$ cat src/rtl/punch_pkg.sv
package punch_pkg;

  typedef enum logic [1:0] {
    PH_IDLE = 2'd0,
    PH_FEED = 2'd1,
    PH_REC  = 2'd2
  } phase_t;

  // strobes from control to datapath
  typedef struct packed {
    logic capture;
    logic clear;
    logic drive;
  } dp_strobe_t;

endpackage

$ cat src/rtl/punch_qual.sv
module punch_qual #(
  parameter int FILT_CYC = 10
) (
  input  logic clk,
  input  logic rst,
  input  logic reqIn,
  output logic qualRise
);
  localparam int CW = $clog2(FILT_CYC + 1);
  localparam logic [CW-1:0] LAST = CW'(FILT_CYC - 1);
  localparam logic [CW-1:0] SAT  = CW'(FILT_CYC);

  logic syncA, syncB;
  logic [CW-1:0] highCnt;

  always_ff @(posedge clk) begin
    if (rst) begin
      syncA   <= 1'b0;
      syncB   <= 1'b0;
      highCnt <= '0;
    end else begin
      syncA <= reqIn;
      syncB <= syncA;
      if (!syncB)
        highCnt <= '0;
      else if (highCnt != SAT)
        highCnt <= highCnt + 1'b1;
    end
  end

  // one pulse when the synced level has been high FILT_CYC cycles
  assign qualRise = syncB && (highCnt == LAST);

  // a qualified rise needs the synced level high now and before
  p_filter_hold_r1: assert property (@(posedge clk) disable iff (rst)
    qualRise && (FILT_CYC > 1) |-> syncB && $past(syncB));

  // the filter fires once per high level
  p_single_rise_r1: assert property (@(posedge clk) disable iff (rst)
    qualRise |=> !qualRise);

endmodule

$ cat src/rtl/punch_dp.sv
module punch_dp
  import punch_pkg::*;
#(
  parameter int CHAR_W = 9
) (
  input  logic              clk,
  input  logic              rst,
  input  dp_strobe_t        strb,
  input  logic [CHAR_W-1:0] charIn,
  output logic [CHAR_W-1:0] solenoidOut
);
  logic [CHAR_W-1:0] holdReg;

  always_ff @(posedge clk) begin
    if (rst || strb.clear)
      holdReg <= '0;
    else if (strb.capture)
      holdReg <= charIn;
  end

  assign solenoidOut = strb.drive ? holdReg : '0;

  // register is empty once the record phase has ended
  p_clear_after_rec_r6: assert property (@(posedge clk) disable iff (rst)
    $fell(strb.drive) |-> holdReg == '0);

  // the punched pattern does not change inside the record phase
  p_hold_stable_r5: assert property (@(posedge clk) disable iff (rst)
    strb.drive && $past(strb.drive) |-> $stable(solenoidOut));

endmodule

$ cat src/rtl/punch_ctrl.sv
module punch_ctrl
  import punch_pkg::*;
#(
  parameter int BUSY_CYC  = 70,
  parameter int FEED_CYC  = 10500,
  parameter int REC_CYC   = 1850,
  parameter int CYCLE_CYC = 13333
) (
  input  logic       clk,
  input  logic       rst,
  input  logic       qualRise,
  output dp_strobe_t strb,
  output logic       ready,
  output logic       motorEn,
  output logic       recPhase,
  output logic       stepPulse
);
  localparam int PH_MAX = (FEED_CYC > REC_CYC) ? FEED_CYC : REC_CYC;
  localparam int PW = $clog2(PH_MAX + 1);
  localparam int TW = $clog2(CYCLE_CYC + 1);
  localparam logic [PW-1:0] FEED_LAST = PW'(FEED_CYC - 1);
  localparam logic [PW-1:0] REC_LAST  = PW'(REC_CYC - 1);
  localparam logic [TW-1:0] CYC_LAST  = TW'(CYCLE_CYC - 1);
  localparam logic [TW-1:0] BUSY_AT   = TW'(BUSY_CYC);

  initial begin
    a_param_order: assert (BUSY_CYC < FEED_CYC && FEED_CYC + REC_CYC < CYCLE_CYC)
      else $error("punch_ctrl: timing parameters out of order");
  end

  phase_t        phase;
  logic [PW-1:0] phCnt;
  logic [TW-1:0] cycCnt;
  logic          active;
  logic          start;

  assign start = qualRise && !active;

  always_ff @(posedge clk) begin
    if (rst) begin
      phase     <= PH_IDLE;
      phCnt     <= '0;
      cycCnt    <= '0;
      active    <= 1'b0;
      stepPulse <= 1'b0;
    end else begin
      stepPulse <= start;

      // throughput timer, independent of the phases
      if (start) begin
        active <= 1'b1;
        cycCnt <= '0;
      end else if (active) begin
        if (cycCnt == CYC_LAST) begin
          active <= 1'b0;
          cycCnt <= '0;
        end else begin
          cycCnt <= cycCnt + 1'b1;
        end
      end

      unique case (phase)
        PH_IDLE: if (start) begin
          phase <= PH_FEED;
          phCnt <= '0;
        end
        PH_FEED: if (phCnt == FEED_LAST) begin
          phase <= PH_REC;
          phCnt <= '0;
        end else begin
          phCnt <= phCnt + 1'b1;
        end
        PH_REC: if (phCnt == REC_LAST) begin
          phase <= PH_IDLE;
          phCnt <= '0;
        end else begin
          phCnt <= phCnt + 1'b1;
        end
        default: phase <= PH_IDLE;
      endcase
    end
  end

  assign ready        = !(active && cycCnt >= BUSY_AT);
  assign motorEn      = (phase != PH_IDLE);
  assign recPhase     = (phase == PH_REC);
  assign strb.capture = start;
  assign strb.drive   = recPhase;
  assign strb.clear   = recPhase && (phCnt == REC_LAST);

  // a capture only happens from idle with ready high
  p_start_idle_r2: assert property (@(posedge clk) disable iff (rst)
    strb.capture |-> ready && phase == PH_IDLE);

  // ready falls while the feed phase is running
  p_busy_in_feed_r3: assert property (@(posedge clk) disable iff (rst)
    $fell(ready) |-> phase == PH_FEED);

  // the record phase is entered only from the feed phase
  p_rec_after_feed_r4: assert property (@(posedge clk) disable iff (rst)
    $rose(recPhase) |-> $past(phase) == PH_FEED);

  // ready rises only after both phases are over
  p_ready_late_r7: assert property (@(posedge clk) disable iff (rst)
    $rose(ready) |-> phase == PH_IDLE && !motorEn);

  // the step pulse lasts one cycle
  p_step_once_r8: assert property (@(posedge clk) disable iff (rst)
    stepPulse |=> !stepPulse && motorEn);

endmodule

$ cat src/rtl/punch_seq.sv
module punch_seq
  import punch_pkg::*;
#(
  parameter int CLK_HZ    = 1_000_000,
  parameter int CHAR_W    = 9,
  parameter int FILT_CYC  = CLK_HZ / 100_000,
  parameter int BUSY_CYC  = CLK_HZ / 100_000 * 7,
  parameter int FEED_CYC  = CLK_HZ / 1000 * 21 / 2,
  parameter int REC_CYC   = CLK_HZ / 1000 * 37 / 20,
  parameter int CYCLE_CYC = CLK_HZ / 1000 * 40 / 3
) (
  input  logic              clk,
  input  logic              rst,
  input  logic              punchReq,
  input  logic [CHAR_W-1:0] charIn,
  output logic              punchReady,
  output logic [CHAR_W-1:0] solenoidOut,
  output logic              recStrobe,
  output logic              motorEnable,
  output logic              stepClk
);
  logic       qualRise;
  dp_strobe_t strb;

  punch_qual #(.FILT_CYC(FILT_CYC)) u_qual (
    .clk      (clk),
    .rst      (rst),
    .reqIn    (punchReq),
    .qualRise (qualRise)
  );

  punch_ctrl #(
    .BUSY_CYC  (BUSY_CYC),
    .FEED_CYC  (FEED_CYC),
    .REC_CYC   (REC_CYC),
    .CYCLE_CYC (CYCLE_CYC)
  ) u_ctrl (
    .clk       (clk),
    .rst       (rst),
    .qualRise  (qualRise),
    .strb      (strb),
    .ready     (punchReady),
    .motorEn   (motorEnable),
    .recPhase  (recStrobe),
    .stepPulse (stepClk)
  );

  punch_dp #(.CHAR_W(CHAR_W)) u_dp (
    .clk         (clk),
    .rst         (rst),
    .strb        (strb),
    .charIn      (charIn),
    .solenoidOut (solenoidOut)
  );

  // no solenoid is driven outside the record strobe
  p_sol_only_rec_r5: assert property (@(posedge clk) disable iff (rst)
    !recStrobe |-> solenoidOut == '0);

endmodule

$ cat config.mk
export PLATFORM = sky130hd
export DESIGN_NAME = punch_seq
export DESIGN_NICKNAME = d
export VERILOG_FILES = /design/src/rtl/punch_pkg.sv /design/src/rtl/punch_qual.sv /design/src/rtl/punch_dp.sv /design/src/rtl/punch_ctrl.sv /design/src/rtl/punch_seq.sv
export SDC_FILE = /design/constraint.sdc
export NUM_CORES = 1
export LEC_CHECK = 0
export BUFFER_PORTS_ARGS = -buffer_cell sky130_fd_sc_hd__buf_2
export CORE_MARGIN = 8
export CORE_UTILIZATION = 35
export DETAILED_ROUTE_END_ITERATION = 8
export GPL_TIMING_DRIVEN = 0
export SKIP_LAST_GASP = 1
export SYNTH_ARGS = -nofsm -noshare
export SYNTH_HDL_FRONTEND = slang
export SYNTH_SLANG_ARGS = --single-unit
export TNS_END_PERCENT = 10
$ cat constraint.sdc
create_clock -name clk -period 1.85 [get_ports clk]
set_clock_uncertainty 0.15 [all_clocks]
set_input_delay 0.0925 -clock clk [delete_from_list [all_inputs] [get_ports clk]]
set_output_delay 0.0925 -clock clk [all_outputs]
set_load 0.05 [all_outputs]
# == Word-level counts from Yosys, hierarchy flattened ==
# Index checks and enable logic that the tools add are counted.
# word_totals
out_inout_bits,13
ff_bits,47
word_cells,51
in_bits,12
# classes
reduce_logical,14
bitwise,1
magnitude_cmp,1
n_mux,13
n_addsub,3
eq_ne,10
# ops
cell,n
$mux 14,4
$pmux 14 s3,1
$add 14x1->14 const B,2
$eq 14x14->1 const B,2
$eq 14x11->1 const B,1
$ge 14x7->1 const B,1
$mux 9,1
$mux 2,3
$pmux 2 s3,1
$add 4x1->4 const B,1
$eq 4x4->1 const B,1
$logic_and 1x1->1,4
$ne 2x1->1 const B,2
$ne 4x4->1 const B,1
$reduce_or 2->1,2
$mux 1,3
$reduce_and 3->1,1
$reduce_bool 3->1,1
$eq 2x1->1 const B,1
$eq 2x2->1 const B,1
$logic_not 1->1,2
$logic_not 2->1,1
$ne 2x2->1 const B,1
$reduce_and 2->1,1
3 further kinds,3

# == Depth between registers and ports, before layout ==
# Gate-level depths: netlist of run 1.
# logic_depth
depth_word,5
depth_mapped,8
mapped_depth_nobuf,7

# == By module ==
# Synthesis of run 1 repeated with hierarchy kept, for this count alone.
# unflattened
cells_unflattened,292
area_unflattened_um2,2534.9
# by_module_without_submodules
module,cells_each,instances,area_each_um2
punch_ctrl,226,1,1863.0
punch_dp,39,1,385.4
punch_qual,27,1,286.5

# == Worst setup path before layout of run 1 ==
# No wires, ideal clock.
# synth_path
path_type,reg2out
startpoint,register u_ctrl.cycCnt[7]
endpoint,output port punchReady
path_slack_ps,-925
path_stages_with_launch,4
arrival_time_ps,2533
path_buffers,0
path_cell_list,dfxtp_1 or4_4 or4_2 o21ai_0
# synth_between
elab_chain_cells,3
# synth_lines
item,line_no,source
"start, declared",punch_ctrl.sv:33,logic [TW-1:0] cycCnt;
"start signal, assigned",punch_ctrl.sv:58,cycCnt <= cycCnt + 1'b1;
$ge 14x7->1,punch_ctrl.sv:84,assign ready = !(active && cycCnt >= BUSY_AT);
$logic_and 1x1->1,punch_ctrl.sv:84,
$logic_not 1->1,punch_ctrl.sv:84,
"end, declared",punch_seq.sv:16,"output logic punchReady,"
# Every way passes these cells.

# == Final worst setup path of run 1 ==
# layout_path
startpoint,register u_ctrl.cycCnt[11]
endpoint,output port punchReady
# Same word-level chain as after synthesis.

==> results of run 1 <==
-- worst max-delay path by stage --
stage                      startpoint               end  slack, ps  cells after the start
floorplan           u_ctrl.cycCnt[11]  u_ctrl.cycCnt[4]       -150                      6
CTS                 u_ctrl.cycCnt[11]        punchReady       -370                      4
finish              u_ctrl.cycCnt[11]        punchReady       -350                      4
global route        u_ctrl.cycCnt[11]        punchReady       -410                      4
global placement    u_qual.highCnt[1]   u_ctrl.phCnt[8]       -400                      8
detailed placement    u_ctrl.phCnt[6]   u_ctrl.phCnt[4]       -420                      5
-- kinds of logic (layout without fill, tap and decap cells) --
group	Yosys count	after routing
DFF	47	47
xor gates and xnor gates	10	10
adders and majority gates	13	13
buffers and inverters	23	73
and+or+nand+nor	149	150
AOI/OAI and AO/OA	54	54
muxes	4	4
-- worst register-to-register path, stage by stage, from the launching register on --
cell     delay [ps]
dfxtp_2         340
or4_4           550
nor4_4          390
nor2b_1          90
buf_4           180
and2_1          140
o221a_1         190
-- sequential cells by signal (all words and copies together), names as in the netlist --
signal,flops
u_ctrl.cycCnt,14
u_ctrl.phCnt,14
u_dp.holdReg,9
u_qual.highCnt,4
u_ctrl.phase,2
u_ctrl.active,1
u_ctrl.stepPulse,1
u_qual.syncA,1
u_qual.syncB,1
-- final cells by class --
class / count / area [sq um]
Fill cell: 705 / 3980
Multi-Input combinational cell: 231 / 1550
Timing Repair Buffer: 43 / 293
Clock inverter: 3 / 43.8
Sequential cell: 47 / 951
Tap cell: 99 / 124
Buffer: 7 / 35.0
Clock buffer: 5 / 68.8
Inverter: 15 / 56.3
-- through the flow --
stage                     instances  worst slack, ps  power, uW
after floorplan                 300             -151       1200
after CTS                       448             -374       2050
after global routing            450             -408       2120
final                           450             -355       2020
after global placement          423             -399       1260
after detailed placement        423             -422       1260
-- metal layers --
metal,GRT usage (%),up-vias
li1,-,1160
met1,15.9,1030
met2,19.5,45
met3,3.18,9
met4,4.88,0
met5,0,-
-- power by group through the flow --
stage | sequential (uW) | combinational, uW | clock, uW
after floorplan | 1050 | 147 | 0
after global placement | 1050 | 206 | 0
after detailed placement | 1050 | 208 | 0
after CTS | 1030 | 229 | 790
after global routing | 1030 | 258 | 833
final | 1030 | 232 | 760
-- timing repair --
item	in CTS	in global routing
buffers inserted	6	2
resized for setup	9	6
hold endpoints to repair	10	0
hold buffers	11	0
gates cloned	0	1
pin swaps	7	6
endpoints found under the setup margin	49	50
-- layout by cell type, fill, tap and decap left out, types with 2 or more instances in the layout --
master	n
nor3_2	2
dfxtp_4	2
dlygate4sd3_1	11
nand2_1	43
a211oi_1	2
dfxtp_2	2
dfxtp_1	43
nor3_1	4
nand4_1	7
inv_1	15
and3_1	6
clkbuf_8	5
buf_4	9
mux2i_1	2
or4_4	3
nor2_1	31
xor2_1	5
a21oi_1	18
nand4b_1	4
o211ai_1	2
mux2_2	2
nor4_1	2
o211a_1	3
o21ai_0	5
o21ai_4	2
nand3_1	13
o221a_1	2
a22oi_1	2
a31oi_1	5
or4_1	2
and3_2	2
buf_2	24
nor2b_1	5
ha_1	13
nor4_4	3
a311oi_1	4
xnor2_1	5
clkbuf_1	4
and2_1	12
==> impl_metrics.yaml, run 1 <==
synthesis:
  ys.flop_type: "dfxtp_1"
  seq_area_frac_synth_pct: 37.3
  synth_top_area_share_pct: 37.3
  synthMuxAreaShare_pct: 1.69
  syn_avg_cell_area_sq_um: 8.40
  syn_nets: 325
  syn-cell-area_sq_mm: 0.00252
  synth_xor_area_share_pct: 3.47
  synth_common_cells: "dfxtp_1 (47), nand2_1 (43), nor2_1 (31)"
  ys_ff_latch: 47
  synthCells: 300
  synth_compound_area_share_pct: 14.9
  yosys_warnings: 0
  yosysMostFrequentCell: "dfxtp_1"
  synthArstFlopShare_pct: 0
  synth.largest_area_cell: "dfxtp_1"
  synth.area.top_cells: "dfxtp_1 (37%), ha_1 (6.5%), nand2_1 (6.4%), nor2_1 (4.6%), a21oi_1 (3.8%)"
  yosys.area_share.simple_pct: 32.1
  yosys.area_share.adder_pct: 6.45
  synth_edf_count: 0
  synth_top_family_by_area: "simple AND/OR/NAND/NOR gates"
  synth_cell_types: 54
sta:
  relSlewSlack_pct: 59.7
  grt_setup_unrepaired: "yes"
  layout_min_cycle_time_ps: 2200
  max_freq_ghz: 0.454
  slew_violations: 0
  setup_viol: 49
  fin_setup_tns_ps: -8030
  holdWs_ps: 97.6
  setup_slack_ps: -355
  period_share_pct: 119
  hold_viol: 0
  tightestPinTransition_ps: 604
grt:
  antenna_found_initial: 0
  grt_max_degree: 16
  grt_pass1_vias: 2209
  overflow: 0
  grt_pass1_wl_microns: 10300
  track_usage_pct: 12.4
drt:
  met3WireLength_microns: 317
  wl_met2_microns: 2530
  antenna_left: 0
  first_iter_violations: 101
  wirelength_microns: 5870
  vias: 2244
  drc_errors: 0
  firstDrtPassIters: 4
  wl_per_cell_microns: 13.1
  routed.top_layer: "met4"
  wl_met1_microns: 2920
  viasPerCell: 4.99
floorplanning:
  io_pins: 25
  rows: 31
  die_h_microns: 101
  dieArea_sq_mm: 0.0102
  die_width_microns: 101
  fp.coreArea_sq_mm: 0.00710
  start_util_pct: 35.5
flow_run:
  cap_violations: 0
min_path:
  hold-path-endpoint: "u_ctrl.cycCnt[11]"
  hold_class: "in2reg"
  worstHoldStart: "rst"
  hold_path_depth: 3
clock_tree:
  htreeDepth: 2
  cts.sinks: 47
  cts_made_buffers: 5
  clock_latency_ps: 300
  path_clk_slew_ps: 90
  cts_root_buffer: "clkbuf_8"
  tritoncts: "built"
  cts_buffer_depth: 2
placement:
  postPlaceCellArea_sq_mm: 0.00279
  post-dp-hpwl_microns: 4090
  place_congestion: 0.787
  io_buffers: 24
finish:
  utilization_pct: 43.9
  drive_gt1_share_pct: 20.2
  antennaDiodeCount: 0
  final_nets: 375
  area_growth_pct: 23.7
  final_area_sq_mm: 0.00312
outcome:
  status: "finished with violations"
  violations: "setup timing"
power_and_ir_drop:
  combPwrFrac_pct: 11.5
  leakagePower_uw: 0.00117
  p_switching_uw: 518
  internal-power_uw: 1500
  p_clk_share_pct: 37.7
  power_density_mw_per_mm2: 647
  p_sw_share_pct: 25.7
  seq_power_share_pct: 50.8
  ir_worst_vdd_uv: 305
critical_path:
  cp.arrival_ps: 1960
  slowest_stage: "or4_4"
  reg2reg_slack_ps: -260
  crit_type: "reg2out"
  crit_path_frequent_cell: "or4_4"
  max_stage_delay_ps: 550
  crit_buf_inv: 1
  cp_max_fo: 2
  rr_worst_depth: 6
  crit_family: "simple AND/OR/NAND/NOR gates"
  r2r_start: "u_ctrl.cycCnt[11]"
  critPathLaunchType: "register"
  crit_required_ps: 1610
  crit_path_cell_trace: "or4_4 -> or4_4 -> o21ai_4 -> buf_6"
  regToRegEndpoint: "u_ctrl.cycCnt[4]"
  cp-end-kind: "output port"
Note: power is estimated with default switching activity, not from simulation.
==> run 2, diff against run 1 <==
--- a/config.mk
+++ b/config.mk
@@ -10,6 +10,7 @@
 export CORE_UTILIZATION = 35
 export DETAILED_ROUTE_END_ITERATION = 8
 export GPL_TIMING_DRIVEN = 0
+export PLACE_DENSITY_LB_ADDON = 0.3
 export SKIP_LAST_GASP = 1
 export SYNTH_ARGS = -nofsm -noshare
 export SYNTH_HDL_FRONTEND = slang
==> run 2 against run 1 <==
Effect of this change: the run still ends with setup timing left; combinational power about the same; design area rose by 1.3%; sequential power barely moved; critical path depth stayed put; cell count rose by 0.44%; routed wire length increased by 2.0%; fmax increased by 0.71%; via count rose by 1.2%; global-route usage shrank 0.37 points; register-to-register slack is essentially flat; critical endpoint unchanged.
==> impl_metrics.yaml, run 2 (same netlist as run 1, synthesis figures left out) <==
critical_path:
  crit_type: "reg2out"
  cp-end-kind: "output port"
  setup.worst_path.start: "u_ctrl.cycCnt[8]"
  cp.arrival_ps: 1950
  critPathLaunchType: "register"
  r2r_start: "u_ctrl.cycCnt[8]"
  crit_required_ps: 1610
  cp_max_fo: 2
finish:
  final_cell_mix: "nand2_1 (43), dfxtp_1 (43), nor2_1 (31), buf_2 (23), a21oi_1 (18)"
  final_area_sq_mm: 0.00316
  utilization_pct: 44.5
  largestRegisters: "u_ctrl.cycCnt x14, u_ctrl.phCnt x14, u_dp.holdReg x9"
  area_growth_pct: 25.4
  antennaDiodeCount: 0
  drive_gt1_share_pct: 20.7
  final_nets: 377
floorplanning:
  fp.coreArea_sq_mm: 0.00710
  rows: 31
  die_h_microns: 101
  io_pins: 25
  start_util_pct: 35.5
  die_width_microns: 101
  dieArea_sq_mm: 0.0102
drt:
  wirelength_microns: 5990
  drc_errors: 0
  antenna_left: 0
  viasPerCell: 5.02
  first_iter_violations: 125
  vias: 2270
  firstDrtPassIters: 4
  wl_per_cell_microns: 13.3
grt:
  grt_pass1_wl_microns: 10000
  overflow: 0
  track_usage_pct: 12.1
  grt_pass1_vias: 2161
  antenna_found_initial: 0
  grt_max_degree: 16
sta:
  relSlewSlack_pct: 59.6
  hold_viol: 0
  setup_viol: 50
  grt_setup_unrepaired: "yes"
  tightestPinTransition_ps: 604
  setup_slack_ps: -339
  max_freq_ghz: 0.457
  layout_min_cycle_time_ps: 2190
  holdWs_ps: 75.7
  period_share_pct: 118
  slew_violations: 0
power_and_ir_drop:
  ir_worst_vdd_uv: 270
  leakagePower_uw: 0.00119
  power_density_mw_per_mm2: 686
clock_tree:
  cts.sinks: 47
  path_clk_slew_ps: 90
  cts_root_buffer: "clkbuf_8"
  cts_buffer_depth: 2
  htreeDepth: 2
  cts_made_buffers: 5
  clock_latency_ps: 300
  tritoncts: "built"
min_path:
  worstHoldStart: "rst"
  hold_class: "in2reg"
outcome:
  violations: "setup timing"
  status: "finished with violations"
placement:
  post-dp-hpwl_microns: 4240
  place_congestion: 0.792
  io_buffers: 24
  postPlaceCellArea_sq_mm: 0.00279
flow_run:
  cap_violations: 0
-- run 2: stage by stage --
step	power, uW	setup slack (ps)	TNS, ps	std cells
after CTS	2190	-352	-8610	449
after floorplan	1200	-151	-2450	300
after global placement	1260	-404	-9550	423
after detailed placement	1260	-425	-10450	423
final	2170	-339	-7900	452
after global routing	2240	-376	-12630	452
-- run 2: repair_timing --
item                                   in CTS  in global routing
setup buffers                               7                  3
endpoints found under the hold margin      10                  0
gates resized for setup                    14                  2
gates cloned                                0                  1
setup endpoints to repair                  49                 51
hold buffers                               11                  0
pin swaps                                   6                  4
-- run 2: cell type report --
class,instances,area [sq um]
fillers,698,3940
multi-input cells,231,1540
flip-flops and latches,47,948
repair buffers,45,315
well taps,99,124
clock buffers,5,68.8
clock inverters,3,67.6
inverters,15,56.3
plain buffers,7,37.5
-- run 2: worst paths after layout --
check,depth (start not counted),endpoint,slack (ps)
worst min register to register,2,u_dp.holdReg[7],300
worst max register to register,6,u_ctrl.cycCnt[4],-250
worst max-delay path,4,punchReady,-340
worst min-delay path,4,u_ctrl.phCnt[11],80
-- run 2: power by group --
part	internal (uW)	leakage, uW	switching [uW]	total [uW]
sequential	1020	0.000381	9.09	1030
combinational	82.9	0.000749	151	234
clock	539	0.0000644	367	906
-- run 2: per-layer routing --
metal / vias to the layer above / share of wire [%] / GRT usage, %
met5: - / 0 / 0
met4: 0 / 1.9 / 5.81
met3: 11 / 5.1 / 2.56
met2: 56 / 43 / 18.4
met1: 1037 / 50 / 15.7
li1: 1166 / - / -
-- run 2: critical path, cell delays in order (launching register included) --
cell	delay, ps
dfxtp_2	330
or4_4	550
or4_4	450
o21ai_4	150
buf_6	170
